## src/rtl/ac_bist_pkg.sv

```systemverilog
package ac_bist_pkg;
  typedef enum logic [2:0] {
    ST_IDLE,
    ST_CLEAR,   // background write sweep
    ST_PRD,     // inward pass, read cycle
    ST_PWR,     // inward pass, write cycle
    ST_FRD,     // final read sweep
    ST_DRAIN    // last compare
  } ac_state_e;
endpackage

```

## src/rtl/ac_bist_lin.sv

```systemverilog
module ac_bist_lin #(
  parameter int AW    = 4,
  parameter int DEPTH = 1 << AW
) (
  input  logic          clk_i,
  input  logic          rst_ni,
  input  logic          init_i,
  input  logic          step_i,
  output logic [AW-1:0] cnt_o,
  output logic          last_o
);
  localparam logic [AW-1:0] LAST_A = AW'(DEPTH - 1);

  logic [AW-1:0] cnt_q;

  always_ff @(posedge clk_i or negedge rst_ni) begin
    if (!rst_ni)     cnt_q <= '0;
    else if (init_i) cnt_q <= '0;
    else if (step_i) cnt_q <= cnt_q + 1'b1;
  end

  assign cnt_o  = cnt_q;
  assign last_o = (cnt_q == LAST_A);

  // a sweep never steps past the top location
  p_lin_range_r1: assert property (@(posedge clk_i) disable iff (!rst_ni)
    step_i && !init_i |-> cnt_q <= LAST_A);
endmodule

```

## src/rtl/ac_bist_ptr.sv

```systemverilog
module ac_bist_ptr #(
  parameter int AW    = 4,
  parameter int DEPTH = 1 << AW
) (
  input  logic          clk_i,
  input  logic          rst_ni,
  input  logic          init_i,
  input  logic          step_i,
  output logic [AW-1:0] addr_o,
  output logic          last_o
);
  localparam logic [AW-1:0] LAST_A = AW'(DEPTH - 1);

  logic [AW-1:0] lo_q, hi_q;
  logic          hi_side_q;
  logic [AW:0]   lo_inc;

  assign lo_inc = {1'b0, lo_q} + 1'b1;

  always_ff @(posedge clk_i or negedge rst_ni) begin
    if (!rst_ni) begin
      lo_q      <= '0;
      hi_q      <= LAST_A;
      hi_side_q <= 1'b0;
    end else if (init_i) begin
      lo_q      <= '0;
      hi_q      <= LAST_A;
      hi_side_q <= 1'b0;
    end else if (step_i) begin
      if (hi_side_q) begin
        lo_q      <= lo_q + 1'b1;
        hi_q      <= hi_q - 1'b1;
        hi_side_q <= 1'b0;
      end else begin
        hi_side_q <= 1'b1;
      end
    end
  end

  assign addr_o = hi_side_q ? hi_q : lo_q;
  // pass ends at the meeting point: middle (odd) or adjacent pair (even)
  assign last_o = hi_side_q ? (lo_inc == {1'b0, hi_q}) : (lo_q == hi_q);

  // pointers never cross while a visit is in progress
  p_ptr_order_r2: assert property (@(posedge clk_i) disable iff (!rst_ni)
    step_i && !init_i |-> lo_q <= hi_q);
  // after a low-side visit, the high side follows unless the pass ended
  p_ptr_alt_r2: assert property (@(posedge clk_i) disable iff (!rst_ni)
    step_i && !init_i && !hi_side_q && !last_o |=> hi_side_q);
endmodule

```

## src/rtl/ac_bist_cmp.sv

```systemverilog
module ac_bist_cmp #(
  parameter int AW = 4
) (
  input  logic          clk_i,
  input  logic          rst_ni,
  input  logic          clr_i,
  input  logic          rd_i,
  input  logic          exp_i,
  input  logic [AW-1:0] addr_i,
  input  logic          rdata_i,
  output logic          fail_o,
  output logic [AW-1:0] fail_addr_o
);
  logic          chk_vld_q, chk_exp_q;
  logic [AW-1:0] chk_addr_q;
  logic          fail_q;
  logic [AW-1:0] fail_addr_q;
  logic          mis;

  // one-cycle RAM latency: hold read context until data arrives
  always_ff @(posedge clk_i or negedge rst_ni) begin
    if (!rst_ni) begin
      chk_vld_q  <= 1'b0;
      chk_exp_q  <= 1'b0;
      chk_addr_q <= '0;
    end else begin
      chk_vld_q  <= rd_i;
      chk_exp_q  <= exp_i;
      chk_addr_q <= addr_i;
    end
  end

  assign mis = chk_vld_q && (rdata_i != chk_exp_q);

  always_ff @(posedge clk_i or negedge rst_ni) begin
    if (!rst_ni) begin
      fail_q      <= 1'b0;
      fail_addr_q <= '0;
    end else if (clr_i) begin
      fail_q      <= 1'b0;
      fail_addr_q <= '0;
    end else if (mis) begin
      fail_q <= 1'b1;
      if (!fail_q) fail_addr_q <= chk_addr_q;
    end
  end

  assign fail_o      = fail_q;
  assign fail_addr_o = fail_addr_q;

  p_fail_sticky_r8: assert property (@(posedge clk_i) disable iff (!rst_ni)
    fail_q && !clr_i |=> fail_q);
  p_first_addr_r7: assert property (@(posedge clk_i) disable iff (!rst_ni)
    fail_q && !clr_i |=> $stable(fail_addr_q));
  p_clear_r8: assert property (@(posedge clk_i) disable iff (!rst_ni)
    clr_i |=> !fail_q && fail_addr_q == '0);
endmodule

```

## src/rtl/ac_bist_top.sv

```systemverilog
module ac_bist_top
  import ac_bist_pkg::*;
#(
  parameter int AW    = 4,
  parameter int DEPTH = 1 << AW
) (
  input  logic          clk_i,
  input  logic          rst_ni,
  input  logic          start_i,
  output logic          done_o,
  output logic          fail_o,
  output logic [AW-1:0] fail_addr_o,
  output logic [AW-1:0] mem_addr_o,
  output logic          mem_we_o,
  output logic          mem_wdata_o,
  input  logic          mem_rdata_i
);
  ac_state_e     state_q, state_d;
  logic          pass_q, pass_d;
  logic          done_q;
  logic          start_acc;
  logic          lin_init, lin_step, lin_last;
  logic          ptr_init, ptr_step, ptr_last;
  logic [AW-1:0] lin_cnt, ptr_addr;
  logic          rd_en, rd_exp;

  assign start_acc = start_i && (state_q == ST_IDLE);

  ac_bist_lin #(.AW(AW), .DEPTH(DEPTH)) u_lin (
    .clk_i  (clk_i),
    .rst_ni (rst_ni),
    .init_i (lin_init),
    .step_i (lin_step),
    .cnt_o  (lin_cnt),
    .last_o (lin_last)
  );

  ac_bist_ptr #(.AW(AW), .DEPTH(DEPTH)) u_ptr (
    .clk_i  (clk_i),
    .rst_ni (rst_ni),
    .init_i (ptr_init),
    .step_i (ptr_step),
    .addr_o (ptr_addr),
    .last_o (ptr_last)
  );

  ac_bist_cmp #(.AW(AW)) u_cmp (
    .clk_i       (clk_i),
    .rst_ni      (rst_ni),
    .clr_i       (start_acc),
    .rd_i        (rd_en),
    .exp_i       (rd_exp),
    .addr_i      (mem_addr_o),
    .rdata_i     (mem_rdata_i),
    .fail_o      (fail_o),
    .fail_addr_o (fail_addr_o)
  );

  always_comb begin
    state_d     = state_q;
    pass_d      = pass_q;
    lin_init    = 1'b0;
    lin_step    = 1'b0;
    ptr_init    = 1'b0;
    ptr_step    = 1'b0;
    rd_en       = 1'b0;
    rd_exp      = 1'b0;
    mem_addr_o  = '0;
    mem_we_o    = 1'b0;
    mem_wdata_o = 1'b0;
    unique case (state_q)
      ST_IDLE: begin
        if (start_i) begin
          lin_init = 1'b1;
          pass_d   = 1'b0;
          state_d  = ST_CLEAR;
        end
      end
      ST_CLEAR: begin
        mem_addr_o = lin_cnt;
        mem_we_o   = 1'b1;
        lin_step   = 1'b1;
        if (lin_last) begin
          ptr_init = 1'b1;
          state_d  = ST_PRD;
        end
      end
      ST_PRD: begin
        mem_addr_o = ptr_addr;
        rd_en      = 1'b1;
        rd_exp     = pass_q;
        state_d    = ST_PWR;
      end
      ST_PWR: begin
        mem_addr_o  = ptr_addr;
        mem_we_o    = 1'b1;
        mem_wdata_o = ~pass_q;
        ptr_step    = 1'b1;
        if (!ptr_last) begin
          state_d = ST_PRD;
        end else if (!pass_q) begin
          pass_d   = 1'b1;
          ptr_init = 1'b1;
          state_d  = ST_PRD;
        end else begin
          lin_init = 1'b1;
          state_d  = ST_FRD;
        end
      end
      ST_FRD: begin
        mem_addr_o = lin_cnt;
        rd_en      = 1'b1;
        lin_step   = 1'b1;
        if (lin_last) state_d = ST_DRAIN;
      end
      ST_DRAIN: state_d = ST_IDLE;
      default:  state_d = ST_IDLE;
    endcase
  end

  always_ff @(posedge clk_i or negedge rst_ni) begin
    if (!rst_ni) begin
      state_q <= ST_IDLE;
      pass_q  <= 1'b0;
      done_q  <= 1'b0;
    end else begin
      state_q <= state_d;
      pass_q  <= pass_d;
      done_q  <= (state_q == ST_DRAIN);
    end
  end

  assign done_o = done_q;

  // a write in a pass hits the address read in the previous cycle
  p_rw_same_addr_r3: assert property (@(posedge clk_i) disable iff (!rst_ni)
    state_q == ST_PWR |-> (mem_addr_o == $past(mem_addr_o)) && !$past(mem_we_o));
  p_done_pulse_r9: assert property (@(posedge clk_i) disable iff (!rst_ni)
    done_o |=> !done_o);
  p_start_ignored_r10: assert property (@(posedge clk_i) disable iff (!rst_ni)
    start_i && state_q != ST_IDLE && state_q != ST_CLEAR |=> state_q != ST_CLEAR);
  p_done_idle_r9: assert property (@(posedge clk_i) disable iff (!rst_ni)
    done_o |-> state_q == ST_IDLE);
endmodule

```

## config.mk

```make
export PLATFORM = sky130hd
export DESIGN_NAME = ac_bist_top
export DESIGN_NICKNAME = d
export VERILOG_FILES = /design/src/rtl/ac_bist_pkg.sv /design/src/rtl/ac_bist_lin.sv /design/src/rtl/ac_bist_ptr.sv /design/src/rtl/ac_bist_cmp.sv /design/src/rtl/ac_bist_top.sv
export SDC_FILE = /design/constraint.sdc
export NUM_CORES = 1
export LEC_CHECK = 0
export ABC_AREA = 1
export BUFFER_PORTS_ARGS = -buffer_cell sky130_fd_sc_hd__buf_2
export CAP_MARGIN = 40
export CORE_MARGIN = 4
export CORE_UTILIZATION = 50
export DETAILED_ROUTE_END_ITERATION = 6
export GPL_TIMING_DRIVEN = 0
export PLACE_DENSITY = 0.75
export SYNTH_ARGS = -nofsm -noshare
export SYNTH_HDL_FRONTEND = slang
export SYNTH_SLANG_ARGS = --single-unit
```

## constraint.sdc

```tcl
create_clock -name clk_i -period 2 [get_ports clk_i]
set_input_delay 0.1 -clock clk_i [delete_from_list [all_inputs] [get_ports clk_i]]
set_output_delay 0.1 -clock clk_i [all_outputs]
set_load 0.005 [all_outputs]
```

==> out/results.ini <==
[clock_tree]
clk_path_buf_depth = 2
clk_pin_slew_ns = 0.10
clock-sinks = 29
h-tree-depth = 2
cts_tree = built
cts_repair_resize_count = 0
root_buffer = clkbuf_4
cts_made_buffers = 5
clk_latency_ns = 0.33

[routing]
drt_iter0_markers = 44
wirelength_mm = 3.037
num_vias = 1298
ant_nets = 0
via_per_inst = 5.012
drt-pass1-iter-count = 4
wire_per_inst_um = 11.73
drc = 0

[power]
vdd_drop_max_mv = 0.3274
p_leak_nw = 0.9620
switchingPower_mw = 0.2377
pwr_density_cell_nw_per_um2 = 544.1
power_frac_comb = 0.036
cellInternalPower_mw = 0.7413
seq_power_share = 0.612
swShare = 0.2428
clkPwrFrac = 0.352

[worst_setup_path]
arrival_ns = 1.69
endpoint_kind = primary output
startpoint = state_q[1]
cp_max_fo = 8
path_class = reg2out
cp_common_cell = inv_1
crit_buf_inv = 4
reg2reg_from = u_ptr.lo_q[0]
required_ns = 1.90
cp_slowest_cell = dfrtp_1
critPathLaunchType = flop
crit_path_cell_trace = inv_1 > nand2_1 > nor2_1 > inv_2 > nand2_4 > inv_1 > o22ai_1 > buf_2
max_stage_delay_ns = 0.39
timing.critical_path.max_delay_family = buffers and inverters

[timing]
holdWs_ns = 0.1109
period_needed_ns = 1.792
rsz0062_at_grt = false
worst_pin_slew_ns = 0.6331
fmax_mhz = 558.1
hold_viol_final = 0
slew_violations = 0
tns_ns = 0
relSlewSlack = 0.5780
fin_crit_sh = 0.8958
skew_ns = 0.009975
setup_viol = 0

[synth]
ys_types = 27
syn_area_um2 = 1604
yosys_warnings = 0
ys_seq_elements = 29
synthCells = 191
synth_nets = 198
ys_seq_area_frac = 0.4555
syn_avg_cell_area_um2 = 8.398

[global_routing]
grt_pass1_wl_mm = 5.520
grt.total_usage = 0.1736
antenna_found_initial = 0
grt_pass1_vias = 1291
grt_max_degree = 30
grt_overflow = 0

[outcome]
status = finished, final reports clean

[floorplanning]
die_w_um = 64.64
fp.coreArea_um2 = 3053
dieHeight_um = 64.64
start_util = 0.5254
die_area_um2 = 4178
num_rows = 20
io_pins = 16

[finish]
area_growth_pct = 12.17
nFillCells = 289
layout.cells.non_filler = 259
antenna_cells = 0
final_area_um2 = 1799
final_net_count = 221
post-route-util = 0.5893
layout-drive-gt1-share = 0.2279

[job]
cap_viol_max_count = 0

[placement]
placed_area_um2 = 1734
dp_cells = 250
place.gp.congestion = 0.8510
dp_hpwl_mm = 2.333
port_buffers = 15

[min_path]
hp-start = start_i
min_path_type = in2reg

==> sequential cells by signal, indices dropped and copies added, names as in the netlist <==
name / cells
u_cmp.chk_vld_q: 1
state_q: 3
done_o: 1
u_ptr.hi_side_q: 1
u_cmp.fail_o: 1
u_cmp.fail_addr_o: 4
u_lin.cnt_o: 4
u_ptr.lo_q: 4
u_cmp.chk_exp_q: 1
u_ptr.hi_q: 4
pass_q: 1
u_cmp.chk_addr_q: 4
==> layer usage <==
metal	GRT usage	share of wire	wire, µm
met1	0.1991	0.45	1359
met2	0.2964	0.50	1506
met3	0.05373	0.039	117
met4	0.07652	0.017	53
met5	0	0	0
==> kinds of logic after synthesis <==
logic type / count (synthesis) / synth area share
fa+ha+maj: 3 / 0.02340
xor+xnor: 6 / 0.03276
simple gates: 93 / 0.3081
buf+inv: 34 / 0.08893
flops: 29 / 0.4555
compound gates: 26 / 0.09126
==> Yosys cell counts <==
cell type,instances,share of area
a21oi_1,2,0.0062
a21oi_2,1,0.0055
buf_6,1,0.0070
dfrtp_1,25,0.39
dfstp_2,4,0.066
ha_1,3,0.023
inv_1,30,0.070
inv_2,2,0.0047
inv_8,1,0.0070
nand2_1,38,0.089
nand2_2,4,0.016
nand2_4,5,0.035
nand3_1,12,0.037
nand3_2,1,0.0062
nand3_4,1,0.011
nand3b_1,1,0.0047
nand4_1,5,0.020
nand4_2,1,0.0078
nor2_1,21,0.049
nor2_4,2,0.014
nor2_8,1,0.012
nor3_2,1,0.0062
o21ai_0,15,0.047
o21ai_2,1,0.0055
o22ai_1,7,0.027
xnor2_1,2,0.011
xor2_1,4,0.022
==> metrics by stage <==
stage	setup WS, ns	power [mW]
after floorplan	0.4373	0.6206
after global placement	0.2954	0.6448
after detailed placement	0.2728	0.6455
after CTS	0.1972	0.9940
after global routing	0.05450	1.032
final	0.2083	0.9790
==> area by class of cell <==
cell class	instances	area, µm²	area share
clock buffers	5	37.54	0.02086
plain buffers	1	11.26	0.006259
repair buffers	16	85.08	0.04729
well taps	44	55.05	0.03060
clock inverters	3	17.52	0.009736
inverters	33	131.4	0.07302
flip-flops and latches	29	730.7	0.4061
multi-input cells	128	730.7	0.4061
==> power groups by stage <==
stage / Sequential [mW] / Clock (mW) / Combinational [mW]
floorplan: 0.612 / 0 / 0.00819
global placement: 0.610 / 0 / 0.0345
detailed placement: 0.611 / 0 / 0.0348
CTS: 0.600 / 0.358 / 0.0366
global route: 0.601 / 0.390 / 0.0415
finish: 0.599 / 0.345 / 0.0349
==> tightest hold or removal path, stage by stage <==
cell and delay, ns:
buf_2 0.09, o22ai_1 0.10, o22ai_1 0.11
==> what timing repair did <==
item / 4_1_cts / 5_1_grt
endpoints found under the hold margin: 25 / 0
hold buffers: 1 / 0
buffers inserted: 0 / 0
==> path summary, 6_finish.rpt <==
kind | cells after the start | endpoint | slack (ns)
setup / recovery | 8 | mem_addr_o[2] | 0.21
hold / removal | 3 | state_q[0] | 0.11
setup reg to reg | 11 | u_lin.cnt_o[0] | 0.28
hold reg to reg | 2 | u_cmp.fail_addr_o[0] | 0.49
max in group asynchronous | 2 | u_ptr.lo_q[3] | 1.27
min in group asynchronous | 2 | u_cmp.chk_addr_q[2] | 0.32
==> layout by cell type, fill, tap and decap left out, drive strengths merged, types with 2 or more instances in the layout <==
cell type / n
nand4: 6
a21oi: 3
buf: 16
nand3: 14
o21ai: 16
o22ai: 7
clkbuf: 5
dfstp: 4
xnor2: 2
xor2: 4
inv: 33
nand2: 47
clkinv: 2
ha: 3
nor2: 24
dfrtp: 25
(Power assumes the default switching activity.)
